`config.mk`:
```
export PLATFORM = sky130hd
export DESIGN_NAME = tdc_interval_calc
export DESIGN_NICKNAME = d
export VERILOG_FILES = /design/src/rtl/tdc_calc_pkg.sv /design/src/rtl/tdc_lookup_stage.sv /design/src/rtl/tdc_fine_scale.sv /design/src/rtl/tdc_interval_combine.sv /design/src/rtl/tdc_interval_calc.sv
export SDC_FILE = /design/constraint.sdc
export NUM_CORES = 1
export LEC_CHECK = 0
export BUFFER_PORTS_ARGS = -buffer_cell sky130_fd_sc_hd__buf_2
export CAP_MARGIN = 20
export CORE_AREA = 3 3 277 279
export CTS_CLUSTER_SIZE = 40
export DETAILED_ROUTE_END_ITERATION = 7
export DIE_AREA = 0 0 280 282
export SYNTH_ARGS = -nofsm -noshare
export SYNTH_HDL_FRONTEND = slang
export SYNTH_SLANG_ARGS = --single-unit
```
`constraint.sdc`:
```
create_clock -name clk -period 6.4 [get_ports clk]
set_input_delay 0.32 -clock clk [delete_from_list [all_inputs] [get_ports clk]]
set_output_delay 0.32 -clock clk [all_outputs]
set_load 0.01 [all_outputs]
```
`src/rtl/tdc_calc_pkg.sv`:
```
package tdc_calc_pkg;
  // default widths of the measurement record and of the result
  localparam int unsigned CYC_W_D    = 4;
  localparam int unsigned PH_W_D     = 4;
  localparam int unsigned FINE_W_D   = 7;
  localparam int unsigned TAB_W_D    = 20;
  localparam int unsigned LSB_W_D    = 12;
  localparam int unsigned RES_W_D    = 24;
  // reference clock period in 1/16 ps: 10 ns * 16000
  localparam int unsigned PERIOD_Q_D = 160000;
  // interpolator channels
  localparam int unsigned NCH        = 2;
  localparam int unsigned CH_START   = 0;
  localparam int unsigned CH_STOP    = 1;
endpackage

```
`src/rtl/tdc_lookup_stage.sv`:
```
// Stage 1 of one channel: phase-indexed offset lookup, fine count carried along.
module tdc_lookup_stage #(
  parameter int unsigned PH_W   = 4,
  parameter int unsigned TAB_W  = 20,
  parameter int unsigned FINE_W = 7
) (
  input  logic                          clk,
  input  logic                          en,
  input  logic [PH_W-1:0]               phase,
  input  logic [FINE_W-1:0]             fine_in,
  input  logic [(1<<PH_W)*TAB_W-1:0]    table_flat,
  output logic [TAB_W-1:0]              offset_q,
  output logic [FINE_W-1:0]             fine_q
);
  localparam int unsigned NPH = 1 << PH_W;

  logic [TAB_W-1:0] entry [NPH];
  logic [TAB_W-1:0] offset_d;

  for (genvar g = 0; g < NPH; g++) begin : g_entry
    assign entry[g] = table_flat[g*TAB_W +: TAB_W];
  end

  always_comb begin
    offset_d = entry[phase];
  end

  always_ff @(posedge clk) begin
    if (en) begin
      offset_q <= offset_d;
      fine_q   <= fine_in;
    end
  end
endmodule

```
`src/rtl/tdc_fine_scale.sv`:
```
// Stage 2 of one channel: offset plus fine count times calibrated step.
module tdc_fine_scale #(
  parameter int unsigned TAB_W  = 20,
  parameter int unsigned FINE_W = 7,
  parameter int unsigned LSB_W  = 12,
  parameter int unsigned CH_W   = 21
) (
  input  logic              clk,
  input  logic              en,
  input  logic [TAB_W-1:0]  offset,
  input  logic [FINE_W-1:0] fine,
  input  logic [LSB_W-1:0]  lsb,
  output logic [CH_W-1:0]   time_q
);
  logic [CH_W-1:0] prod;
  logic [CH_W-1:0] time_d;

  always_comb begin
    prod   = CH_W'(fine) * CH_W'(lsb);
    time_d = CH_W'(offset) + prod;
  end

  always_ff @(posedge clk) begin
    if (en) begin
      time_q <= time_d;
    end
  end
endmodule

```
`src/rtl/tdc_interval_combine.sv`:
```
// Stage 3: base + added channel - subtracted channel, clamp below zero.
module tdc_interval_combine #(
  parameter int unsigned BASE_W = 22,
  parameter int unsigned CH_W   = 21,
  parameter int unsigned RES_W  = 24
) (
  input  logic              clk,
  input  logic              en,
  input  logic [BASE_W-1:0] base,
  input  logic [CH_W-1:0]   t_add,
  input  logic [CH_W-1:0]   t_sub,
  output logic [RES_W-1:0]  res_q,
  output logic              neg_q
);
  localparam int unsigned SUM_W = RES_W + 2;

  logic signed [SUM_W-1:0] sum_d;
  logic                    neg_d;
  logic [RES_W-1:0]        res_d;

  always_comb begin
    sum_d = SUM_W'(base) + SUM_W'(t_add) - SUM_W'(t_sub);
    neg_d = sum_d[SUM_W-1];
    res_d = neg_d ? '0 : sum_d[RES_W-1:0];
  end

  always_ff @(posedge clk) begin
    if (en) begin
      res_q <= res_d;
      neg_q <= neg_d;
    end
  end
endmodule

```
`src/rtl/tdc_interval_calc.sv`:
```
module tdc_interval_calc
  import tdc_calc_pkg::*;
#(
  parameter int unsigned CYC_W    = CYC_W_D,
  parameter int unsigned PH_W     = PH_W_D,
  parameter int unsigned FINE_W   = FINE_W_D,
  parameter int unsigned TAB_W    = TAB_W_D,
  parameter int unsigned LSB_W    = LSB_W_D,
  parameter int unsigned RES_W    = RES_W_D,
  parameter int unsigned PERIOD_Q = PERIOD_Q_D
) (
  input  logic                        clk,
  input  logic                        rst_n,
  input  logic                        in_valid,
  output logic                        in_ready,
  input  logic [CYC_W-1:0]            in_cycles,
  input  logic [PH_W-1:0]             in_start_phase,
  input  logic [FINE_W-1:0]           in_start_fine,
  input  logic [PH_W-1:0]             in_stop_phase,
  input  logic [FINE_W-1:0]           in_stop_fine,
  input  logic [(1<<PH_W)*TAB_W-1:0]  cal_start_tab,
  input  logic [(1<<PH_W)*TAB_W-1:0]  cal_stop_tab,
  input  logic [LSB_W-1:0]            cal_start_lsb,
  input  logic [LSB_W-1:0]            cal_stop_lsb,
  output logic                        out_valid,
  input  logic                        out_ready,
  output logic [RES_W-1:0]            out_time,
  output logic                        out_neg
);
  localparam int unsigned NPH    = 1 << PH_W;
  localparam int unsigned PROD_W = FINE_W + LSB_W;
  localparam int unsigned CH_W   = ((TAB_W > PROD_W) ? TAB_W : PROD_W) + 1;
  localparam int unsigned BASE_W = CYC_W + $clog2(PERIOD_Q + 1);

  // pipeline occupancy
  logic v_s1, v_s2, v_s3;
  logic v_s1_d, v_s2_d, v_s3_d;
  logic adv;

  // shared stage data
  logic [CYC_W-1:0]  cyc_s1;
  logic [BASE_W-1:0] base_d, base_s2;

  // per-channel views
  logic [PH_W-1:0]        ph_in   [NCH];
  logic [FINE_W-1:0]      fine_in [NCH];
  logic [NPH*TAB_W-1:0]   tab_in  [NCH];
  logic [LSB_W-1:0]       lsb_in  [NCH];
  logic [TAB_W-1:0]       off_s1  [NCH];
  logic [FINE_W-1:0]      fine_s1 [NCH];
  logic [CH_W-1:0]        t_s2    [NCH];

  assign ph_in[CH_START]   = in_start_phase;
  assign ph_in[CH_STOP]    = in_stop_phase;
  assign fine_in[CH_START] = in_start_fine;
  assign fine_in[CH_STOP]  = in_stop_fine;
  assign tab_in[CH_START]  = cal_start_tab;
  assign tab_in[CH_STOP]   = cal_stop_tab;
  assign lsb_in[CH_START]  = cal_start_lsb;
  assign lsb_in[CH_STOP]   = cal_stop_lsb;

  // whole pipeline moves when the output slot is free or being drained
  always_comb begin
    adv      = !v_s3 || out_ready;
    in_ready = adv;
    v_s1_d   = in_valid;
    v_s2_d   = v_s1;
    v_s3_d   = v_s2;
  end

  always_ff @(posedge clk or negedge rst_n) begin
    if (!rst_n) begin
      v_s1 <= 1'b0;
      v_s2 <= 1'b0;
      v_s3 <= 1'b0;
    end else if (adv) begin
      v_s1 <= v_s1_d;
      v_s2 <= v_s2_d;
      v_s3 <= v_s3_d;
    end
  end

  assign out_valid = v_s3;

  // stage 1: cycle count capture
  always_ff @(posedge clk) begin
    if (adv) begin
      cyc_s1 <= in_cycles;
    end
  end

  // stage 2: cycle count scaled by the clock period
  always_comb begin
    base_d = BASE_W'(cyc_s1) * BASE_W'(PERIOD_Q);
  end

  always_ff @(posedge clk) begin
    if (adv) begin
      base_s2 <= base_d;
    end
  end

  for (genvar ch = 0; ch < NCH; ch++) begin : g_chan
    tdc_lookup_stage #(
      .PH_W   (PH_W),
      .TAB_W  (TAB_W),
      .FINE_W (FINE_W)
    ) u_lookup (
      .clk        (clk),
      .en         (adv),
      .phase      (ph_in[ch]),
      .fine_in    (fine_in[ch]),
      .table_flat (tab_in[ch]),
      .offset_q   (off_s1[ch]),
      .fine_q     (fine_s1[ch])
    );

    tdc_fine_scale #(
      .TAB_W  (TAB_W),
      .FINE_W (FINE_W),
      .LSB_W  (LSB_W),
      .CH_W   (CH_W)
    ) u_scale (
      .clk    (clk),
      .en     (adv),
      .offset (off_s1[ch]),
      .fine   (fine_s1[ch]),
      .lsb    (lsb_in[ch]),
      .time_q (t_s2[ch])
    );
  end

  // stage 3: START added, STOP subtracted
  tdc_interval_combine #(
    .BASE_W (BASE_W),
    .CH_W   (CH_W),
    .RES_W  (RES_W)
  ) u_combine (
    .clk   (clk),
    .en    (adv),
    .base  (base_s2),
    .t_add (t_s2[CH_START]),
    .t_sub (t_s2[CH_STOP]),
    .res_q (out_time),
    .neg_q (out_neg)
  );
endmodule

```
==> flow_summary.toml, run 1 <==
[sta]
slew_violations = 0
hold_slack_ps = 42.69
period_share_pct = 77.17
relSlewSlack_pct = 36.57
final-setup-viol-count = 0
fmax_mhz = 202.5
period_needed_ps = 4939
rsz0062_at_grt = "no"
worstMarginPinSlew_ps = 951.5
hold_violations = 0
finalClockSkew_ps = 12.85
setup-tns-final_ps = 0

[cells_and_area]
finalNetCount = 3095
seqCellArea_mm2 = 0.004219
fillers = 7676
mostFrequentLayoutCell = "buf_2"
multi_input_area_mm2 = 0.01226
layout-drive-gt1-share_pct = 45.82
final_cell_mix = "buf_2, inv_1, mux4_2"
area_delta_synth_final_pct = 29.86
fin_util_pct = 30.66

[floorplanning]
die_area_mm2 = 0.07896
start_util_pct = 23.61
die_w_um = 280
die_h_um = 282
core-area_mm2 = 0.07445
rows = 100
boundaryPins = 721

[global_route]
grt-ovfl-total = 0
antenna_found_initial = 51
grt_max_degree = 143
first_global_vias = 15210
grt_pass1_wl_um = 111100
grtUsageTotal_pct = 20.13

[worst_setup_path]
slowest_stage = "edfxtp_1"
start_kind = "flip-flop"
path_class = "reg -> reg"
cp_cell_sequence = "and2_1 -> fa_1 -> inv_1 -> fa_1 -> inv_1 -> fa_1 -> inv_1 -> fa_1 -> inv_1 -> ha_1 -> nand4b_1 -> a21boi_1 -> a41oi_1 -> a21oi_1 -> a31oi_1 -> a31o_1 -> xnor2_1"
slowest_delay_ps = 550
crit_required_ps = 6610
reg2reg_from = "g_chan[1].u_lookup.fine_q[1]$_DFFE_PP_"
arrival_ps = 5140
startpoint = "g_chan[1].u_lookup.fine_q[1]$_DFFE_PP_"
setup.worst_path.end_class = "flip-flop"
crit_fanout = 12

[min_path]
holdCritPathClass = "in -> reg"
hold_start = "in_start_fine[0]"

[clocking]
clock_sinks = 141
path_clk_slew_ps = 70
cts_setup_buffers = 0
clockRootBuffer = "clkbuf_16"
clock_latency_ps = 450
cts_buffer_depth = 2
h-tree-depth = 4
ctsHoldBuffers = 1
cts_tree = "done"
cts_buffers = 17
post_cts_resized = 0

[yosys]
ys.flop_type = "edfxtp_1"
synth_seq_area_share_pct = 24.01
ys_types = 65
ys_seq_elements = 141
synth_area_per_cell_um2 = 12.15
netlist_area_mm2 = 0.01758
synthCells = 1447
synth_edf_count = 138
synth_fp_nets = 2412
ys_warn_count = 0
async_flop_share_pct = 2.128

[outcome]
status = "finished, final reports clean"

[route]
drtPass1Iterations = 7
vias = 14910
wl_per_cell_um = 25.82
viasPerCell = 4.769
postRouteAntennaNets = 0
initialDrtViolationCount = 1027
drc = 0
drt-total-wl_um = 80750

[pwr]
ir_drop_uv = 304.3
leakagePower_nw = 10.46
p_per_area_mw_per_mm2 = 463.7

[placement]
gp_congestion = 0.9302
io_buffers = 720
hpwl_um = 71830

[job]
cap_violations = 0
## power by group
group | leakage (nW) | internal [W] | switching, W
clock network | 0.266 | 0.000571 | 0.000436
registers | 1.43 | 0.00180 | 0.000196
logic | 8.76 | 0.00340 | 0.00418
## final cells by class
cell class / instances / share of cell area [%]
multi-input cells: 1021 / 53.73
flip-flops and latches: 141 / 18.49
repair buffers: 728 / 16.16
well taps: 969 / 5.312
inverters: 221 / 3.635
clock buffers: 17 / 1.864
clock inverters: 13 / 0.6250
diodes: 17 / 0.1864
## flip-flops by register name (all words and copies together) (netlist names)
| name | count |
|---|---|
| base_s2 | 13 |
| cyc_s1 | 4 |
| g_chan.u_lookup.fine_q | 14 |
| g_chan.u_lookup.offset_q | 40 |
| g_chan.u_scale.time_q | 42 |
| out_valid | 1 |
| u_combine.neg_q | 1 |
| u_combine.res_q | 24 |
| v_s1 | 1 |
| v_s2 | 1 |
## critical path: cells and delay by family (launching register included)
kind / cells / cell delay (ps)
flip-flops: 1 / 550
adder cells (fa/ha/maj): 5 / 2330
XOR/XNOR: 1 / 120
buffers and inverters: 4 / 200
AO/OA/AOI/OAI: 5 / 1080
AND/OR/NAND/NOR: 2 / 400
## worst paths after layout
kind | end | slack [ps] | depth (start not counted)
setup / recovery | g_chan[1].u_scale.time_q[19]$_DFFE_PP_ | 1460 | 17
setup reg to reg | g_chan[1].u_scale.time_q[19]$_DFFE_PP_ | 1460 | 17
hold reg to reg | out_valid$_DFFE_PN0P_ | 460 | 1
max in group asynchronous | v_s1$_DFFE_PN0P_ | 6060 | 2
min in group asynchronous | out_valid$_DFFE_PN0P_ | 230 | 2
hold / removal | g_chan[0].u_lookup.fine_q[0]$_DFFE_PP_ | 40 | 1
## cells by family after synthesis
| logic type | synth area share, % |
|---|---|
| AOI/OAI and AO/OA | 6.898 |
| xor gates and xnor gates | 2.791 |
| adders and majority gates | 25.14 |
| buffers and inverters | 6.265 |
| DFF | 24.01 |
| muxes | 25.87 |
| other | 0.02134 |
| and+or+nand+nor | 9.005 |
## per-layer routing
metal,part of all wire [%],global-route usage [%],up-vias
met5,0.29,0,-
met4,2.4,5.506,40
met3,11,6.483,115
met2,44,30.52,645
met1,42,27.65,7489
li1,-,-,6624
## through the flow
step | total power, W | instances | setup slack (ps) | cell area, um2
global route | 0.01170 | 3115 | 1136 | 22790
floorplan | 0.007795 | 1447 | 1814 | 17580
finish | 0.01058 | 3127 | 1461 | 22820
CTS | 0.01068 | 3110 | 1473 | 22780
detailed placement | 0.009610 | 3079 | 1490 | 22200
global placement | 0.009570 | 3079 | 1564 | 22200
## synthesized netlist by cell type, types with 25 or more instances
master	n	area [um2]
inv_1	220	825.8
mux4_2	200	4504
edfxtp_1	138	4144
fa_1	137	2743
ha_1	134	1677
and2_1	102	638.1
nand2_1	92	345.3
nor2_1	57	214.0
a21oi_1	56	280.3
clkbuf_1	44	165.2
xnor2_1	41	359.1
o21ai_0	25	125.1
No activity file was read; power rests on OpenSTA's default activity.
==> run 2, diff against run 1 <==
Settings changed: ABC_AREA set to 1, CORE_AREA 3 3 277 279 to 3 3 282 284, DIE_AREA 0 0 280 282 to 0 0 285 287.
Clock period 6.4 ns to 5 ns, I/O delays scaled along.
==> run 2 against run 1 <==
  * Critical path depth did not move
  * Global-route usage rose by 1.1 points
  * Synthesized cell count rose by 76%
  * Area after synthesis rose by 12%
  * Core utilization rose by 1.6 points
  * Sequential share of layout area fell by 1.6 points
  * Maximum frequency rose by 6.9%
  * Critical endpoint is now g_chan[1].u_scale.time_q[13]$_DFFE_PP_
  * Cell count rose by 36%
  * Die area rose by 3.6%
  * Register-to-register slack got worse by 1100 ps
  * Highest routed layer unchanged
  * Routed wire length rose by 10%
  * Power rose by 40%
==> flow_summary.toml, run 2 <==
[sta]
period_share_pct = 92.37
slew_violations = 0
hold_violations = 0
period_needed_ps = 4619
setup-tns-final_ps = 0
finalClockSkew_ps = 20.51
fmax_mhz = 216.5
relSlewSlack_pct = 32.56
layout_setup_ws_ps = 381.4
rsz0062_at_grt = "no"
worstMarginPinSlew_ps = 983.4
final-setup-viol-count = 0

[yosys]
synthSimpleGateAreaFrac_pct = 11.85
synth_compound_area_share_pct = 19.83
synth_area_per_cell_um2 = 7.732
synth_edf_count = 138
yosys.area.top_type = "edfxtp_1"
synth_most_common_cell = "inv_1"
async_flop_share_pct = 2.128
netlist_top_cells_area = "edfxtp_1, fa_1, inv_1"
synth-xor-area-share_pct = 2.626
synth_fp_nets = 3510
ys_warn_count = 0
ys_seq_elements = 141
ys_types = 43
synthCells = 2545
ys.flop_type = "edfxtp_1"
synthTopCellsByCount = "inv_1, nand2_1, a21oi_1, o21ai_0, o211ai_1"
synthAdderAreaFrac_pct = 22.46
synth_seq_area_share_pct = 21.44
netlist_area_mm2 = 0.01968
synth_top_family_by_area = "adder cells"
netlist.area_leader.share_pct = 21.06
synthMuxAreaShare_pct = 8.196

[clocking]
cts_setup_buffers = 0
h-tree-depth = 4
clockRootBuffer = "clkbuf_16"
cts_tree = "done"
cts_buffers = 17
clock_latency_ps = 480
cts_buffer_depth = 2
clock_sinks = 141
path_clk_slew_ps = 70

[cells_and_area]
fin_util_pct = 32.27
largest_reg_flops = 42
final_cell_mix = "buf_2, inv_1, nand2_1"
area_delta_synth_final_pct = 26.83
finalNetCount = 4154
mostFrequentLayoutCell = "buf_2"
regMostFlops = "g_chan.u_scale.time_q"
top_regs = "g_chan.u_scale.time_q (42), g_chan.u_lookup.offset_q (40), u_combine.res_q (24)"
layout-drive-gt1-share_pct = 25.48

[worst_setup_path]
crit_required_ps = 5210
path_class = "reg -> reg"
slowest_stage = "edfxtp_1"
reg2reg_from = "g_chan[1].u_lookup.fine_q[1]$_DFFE_PP_"
startpoint = "g_chan[1].u_lookup.fine_q[1]$_DFFE_PP_"
cpMostUsedCell = "inv_1"
cp_cell_sequence = "nand2_1 -> inv_1 -> fa_1 -> inv_1 -> fa_1 -> inv_1 -> fa_1 -> inv_1 -> fa_1 -> inv_1 -> ha_1 -> a21o_1 -> a21oi_1 -> o21ai_1 -> nand3_1 -> nand2_1 -> xor2_1"
arrival_ps = 4830
worstSetupEndpoint = "g_chan[1].u_scale.time_q[13]$_DFFE_PP_"
cpLargestDelayFamily = "adder cells"
setup.worst_path.end_class = "flip-flop"
r2r_slack_ps = 380
cp_num_buf_inv = 5
timing.rr.end = "g_chan[1].u_scale.time_q[13]$_DFFE_PP_"
start_kind = "flip-flop"
crit_fanout = 12
crit_cells = 17
slowest_delay_ps = 620
r2r_cells = 17

[placement]
dp_slack_ps = 427.0
io_buffers = 720
hpwl_um = 75860
gp_congestion = 0.9228

[route]
postRouteAntennaNets = 0
drtPass1Iterations = 7
wl_per_cell_um = 20.93
drc = 0
viasPerCell = 4.688
drt-total-wl_um = 88940
vias = 19920
initialDrtViolationCount = 1805

[floorplanning]
boundaryPins = 721
die_w_um = 285
core-area_mm2 = 0.07734
start_util_pct = 25.44
die_area_mm2 = 0.08180
rows = 102
die_h_um = 287

[job]
cap_violations = 0

[global_route]
grt_pass1_wl_um = 127500
grt_max_degree = 164
antenna_found_initial = 27
grtUsageTotal_pct = 21.21
grt-ovfl-total = 0
first_global_vias = 19530

[min_path]
hold_start = "in_start_fine[0]"
holdCritPathClass = "in -> reg"

[pwr]
leakagePower_nw = 13.37
p_per_area_mw_per_mm2 = 592.8
ir_drop_uv = 469.6

[outcome]
status = "finished, final reports clean"
==> run 2: cell families after synthesis <==
kind of cell,Yosys count
simple gates,553
compound gates,677
buf+inv,682
mux,161
fa+ha+maj,271
xor+xnor,59
flops,141
other cells,1
==> run 2: report_power, final <==
group	switching, W	internal [W]
Sequential	0.000261	0.00231
Clock	0.000579	0.000743
Combinational	0.00682	0.00409
==> run 2: repair_timing <==
action,4_1_cts,5_1_grt
hold buffers,17,0
endpoints found under the hold margin,19,0
resized for setup,0,0
==> run 2: stage by stage <==
step,std cells,area (um2),hold WS (ps),power (W)
6_report,4250,24960,61.86,0.01479
5_1_grt,4247,24950,17.92,0.01653
4_1_cts,4241,24930,4.545,0.01488
3_5_place_dp,4192,24170,47.77,0.01344
3_3_place_gp,4192,24170,49.29,0.01338
2_1_floorplan,2545,19680,-45.59,0.01073
==> run 2: area by class of cell <==
type | count | area [um2]
diodes | 8 | 20.02
clock buffers | 18 | 429.2
clock inverters | 14 | 158.9
fillers | 8504 | 52380
inverters | 553 | 2078
multi-input cells | 1722 | 12790
flip-flops and latches | 141 | 4219
well taps | 1040 | 1301
repair buffers | 754 | 3956
==> run 2: layer usage <==
metal | share of wire [%] | GRT usage (%) | routed length [um]
met1 | 45 | 29.67 | 39870
met2 | 46 | 33.40 | 40480
met4 | 1.7 | 4.683 | 1477
met3 | 7.9 | 4.679 | 7061
met5 | 0.052 | 0 | 46
==> run 2: worst min path at each step <==
| stage | end | slack, ps | cells after the start |
|---|---|---|---|
| final | g_chan[0].u_lookup.fine_q[0]$_DFFE_PP_ | 60 | 1 |
| after global routing | g_chan[0].u_lookup.fine_q[0]$_DFFE_PP_ | 20 | 1 |
| after floorplan | out_valid$_DFFE_PN0P_ | -50 | 0 |
| after global placement | v_s1$_DFFE_PN0P_ | 50 | 1 |
| after CTS | g_chan[0].u_lookup.fine_q[0]$_DFFE_PP_ | 5 | 1 |
| after detailed placement | v_s1$_DFFE_PN0P_ | 50 | 1 |
==> run 3, diff against run 2 <==
Settings changed: CORE_AREA 3 3 282 284 to 3 3 279 281, CTS_BUF_LIST set to sky130_fd_sc_hd__clkbuf_8, DIE_AREA 0 0 285 287 to 0 0 282 284, GPL_ROUTABILITY_DRIVEN set to 0, RECOVER_POWER set to 100.
==> run 3 against run 2 <==
  * The run now ends with max-capacitance violations, max-slew violations left
  * Routed wire length decreased by 4.7%
  * Critical path depth stayed put
  * Global-route usage decreased by 0.59 points
  * Critical endpoint unchanged
==> flow_summary.toml, run 3 (synthesis results as in run 2) <==
[pwr]
leakagePower_nw = 13.19
clkPwrFrac_pct = 7.1
p_int_w = 0.006840
p_switching_w = 0.007514
pwr-share-seq_pct = 17.9
p_per_area_mw_per_mm2 = 582.8
pwr-share-comb_pct = 75.0
ir_drop_uv = 371.5
swShare_pct = 52.35

[route]
viasPerCell = 4.815
drtPass1Iterations = 8
wl_met1_um = 36200
wl_met3_um = 8535
wl_per_cell_um = 20.21
postRouteAntennaNets = 0
dr_wl_met2_um = 38120
drt-total-wl_um = 84770
drc = 0
vias = 20200
highest_layer = "met5"
initialDrtViolationCount = 1918

[clocking]
clock_sinks = 141
cts_tree = "done"
cts_buffer_depth = 2
clock_latency_ps = 540
path_clk_slew_ps = 100
ctsHoldBuffers = 22
post_cts_resized = 0
h-tree-depth = 4
cts_buffers = 17
cts_setup_buffers = 0
clockRootBuffer = "clkbuf_8"

[global_route]
grt_pass1_wl_um = 122500
grtUsageTotal_pct = 20.61
antenna_found_initial = 16
grt_max_degree = 142
grt-ovfl-total = 0
first_global_vias = 19590

[sta]
finalClockSkew_ps = 17.95
slew_violations = 395
hold_violations = 0
fmax_mhz = 216.0
period_share_pct = 92.59
final-setup-viol-count = 0
setup-tns-final_ps = 0
hold_slack_ps = 187.9
worstMarginPinSlew_ps = 3774
rsz0062_at_grt = "no"
period_needed_ps = 4629
relSlewSlack_pct = -151.6

[worst_setup_path]
crit_required_ps = 5280
reg2reg_from = "g_chan[1].u_lookup.fine_q[1]$_DFFE_PP_"
cpMostUsedCell = "inv_1"
timing.rr.end = "g_chan[1].u_scale.time_q[13]$_DFFE_PP_"
cp_num_buf_inv = 5
slowest_delay_ps = 580
path_class = "reg -> reg"
arrival_ps = 4910
r2r_slack_ps = 370
crit_fanout = 12
r2r_cells = 17
start_kind = "flip-flop"
setup.worst_path.end_class = "flip-flop"
cpLargestDelayFamily = "adder cells"
cp_cell_sequence = "nand2_1 -> inv_1 -> fa_1 -> inv_1 -> fa_1 -> inv_1 -> fa_1 -> inv_1 -> fa_1 -> inv_1 -> ha_1 -> a21o_1 -> a21oi_1 -> o21ai_0 -> nand3_1 -> nand2_1 -> xor2_1"
slowest_stage = "edfxtp_1"

[cells_and_area]
regMostFlops = "g_chan.u_scale.time_q"
instances_no_fill = 4195
final_cell_mix = "buf_2, inv_1, nand2_1"
finalNetCount = 4161
design_area_mm2 = 0.02463
area_delta_synth_final_pct = 25.16
layout-drive-gt1-share_pct = 23.87
mostFrequentLayoutCell = "buf_2"
top_regs = "g_chan.u_scale.time_q (42), g_chan.u_lookup.offset_q (40), u_combine.res_q (24)"
largest_reg_flops = 42

[job]
cap_violations = 5

[min_path]
holdPathEnd = "g_chan[1].u_lookup.offset_q[7]$_DFFE_PP_"
hold_start = "cal_stop_tab[87]"
holdPathStages = 5
holdCritPathClass = "in -> reg"

[floorplanning]
start_util_pct = 26.00
die_w_um = 282
rows = 101
boundaryPins = 721
die_h_um = 284
core-area_mm2 = 0.07570
die_area_mm2 = 0.08009

[outcome]
status = "complete, but fails checks"
violations = "max-capacitance violations, max-slew violations"

[placement]
dp_cells = 4133
hpwl_um = 72540
io_buffers = 720
placed_area_mm2 = 0.02409
-- run 3: worst register-to-register path, cell delays in order, from the launching register on --
cell and delay [ps]:
edfxtp_1 580, nand2_1 130, inv_1 60, fa_1 530, inv_1 50, fa_1 530, inv_1 50, fa_1 470
inv_1 50, fa_1 490, inv_1 50, ha_1 330, a21o_1 210, a21oi_1 250, o21ai_0 250, nand3_1 130
nand2_1 70, xor2_1 140
-- run 3: per-stage QoR --
| step | worst slack [ps] | utilization [%] | power (W) |
|---|---|---|---|
| after floorplan | 739.9 | - | 0.01073 |
| after global placement | 480.8 | 31.83 | 0.01334 |
| after detailed placement | 475.8 | 31.83 | 0.01343 |
| after CTS | 440.8 | 32.67 | 0.01455 |
| after global routing | 169.9 | 32.52 | 0.01598 |
| final | 370.7 | 32.54 | 0.01435 |
-- run 3: how the worst max path moves through the flow --
stage                                           start                                     end  slack [ps]  depth (start not counted)
4_1_cts        g_chan[1].u_lookup.fine_q[1]$_DFFE_PP_  g_chan[1].u_scale.time_q[18]$_DFFE_PP_         440                         18
3_3_place_gp   g_chan[0].u_lookup.fine_q[1]$_DFFE_PP_  g_chan[0].u_scale.time_q[16]$_DFFE_PP_         480                         17
3_5_place_dp   g_chan[1].u_lookup.fine_q[1]$_DFFE_PP_  g_chan[1].u_scale.time_q[18]$_DFFE_PP_         480                         18
2_1_floorplan  g_chan[0].u_lookup.fine_q[1]$_DFFE_PP_  g_chan[0].u_scale.time_q[14]$_DFFE_PP_         740                         18
5_1_grt        g_chan[1].u_lookup.fine_q[2]$_DFFE_PP_  g_chan[1].u_scale.time_q[15]$_DFFE_PP_         170                         17
6_report       g_chan[1].u_lookup.fine_q[1]$_DFFE_PP_  g_chan[1].u_scale.time_q[13]$_DFFE_PP_         370                         17
-- run 3: power groups by stage --
| stage | Sequential, W | Clock [W] | Combinational (W) |
|---|---|---|---|
| detailed placement | 0.00258 | 0 | 0.0109 |
| global placement | 0.00257 | 0 | 0.0108 |
| floorplan | 0.00252 | 0 | 0.00821 |
| finish | 0.00257 | 0.00102 | 0.0108 |
| CTS | 0.00255 | 0.00108 | 0.0109 |
| global route | 0.00262 | 0.00111 | 0.0122 |
-- run 3: area by class of cell --
| type | count | area, um2 |
|---|---|---|
| inverters | 553 | 2076 |
| flip-flops and latches | 141 | 4219 |
| fillers | 8150 | 51070 |
| well taps | 978 | 1224 |
| repair buffers | 761 | 3916 |
| diodes | 8 | 20.02 |
| clock inverters | 15 | 188.9 |
| clock buffers | 17 | 234.0 |
| multi-input cells | 1722 | 12750 |
-- run 3: layer usage --
layer,up-vias,GRT usage [%]
met5,-,0
li1,9694,-
met1,9375,28.73
met4,6,5.392
met3,87,5.035
met2,1035,31.74
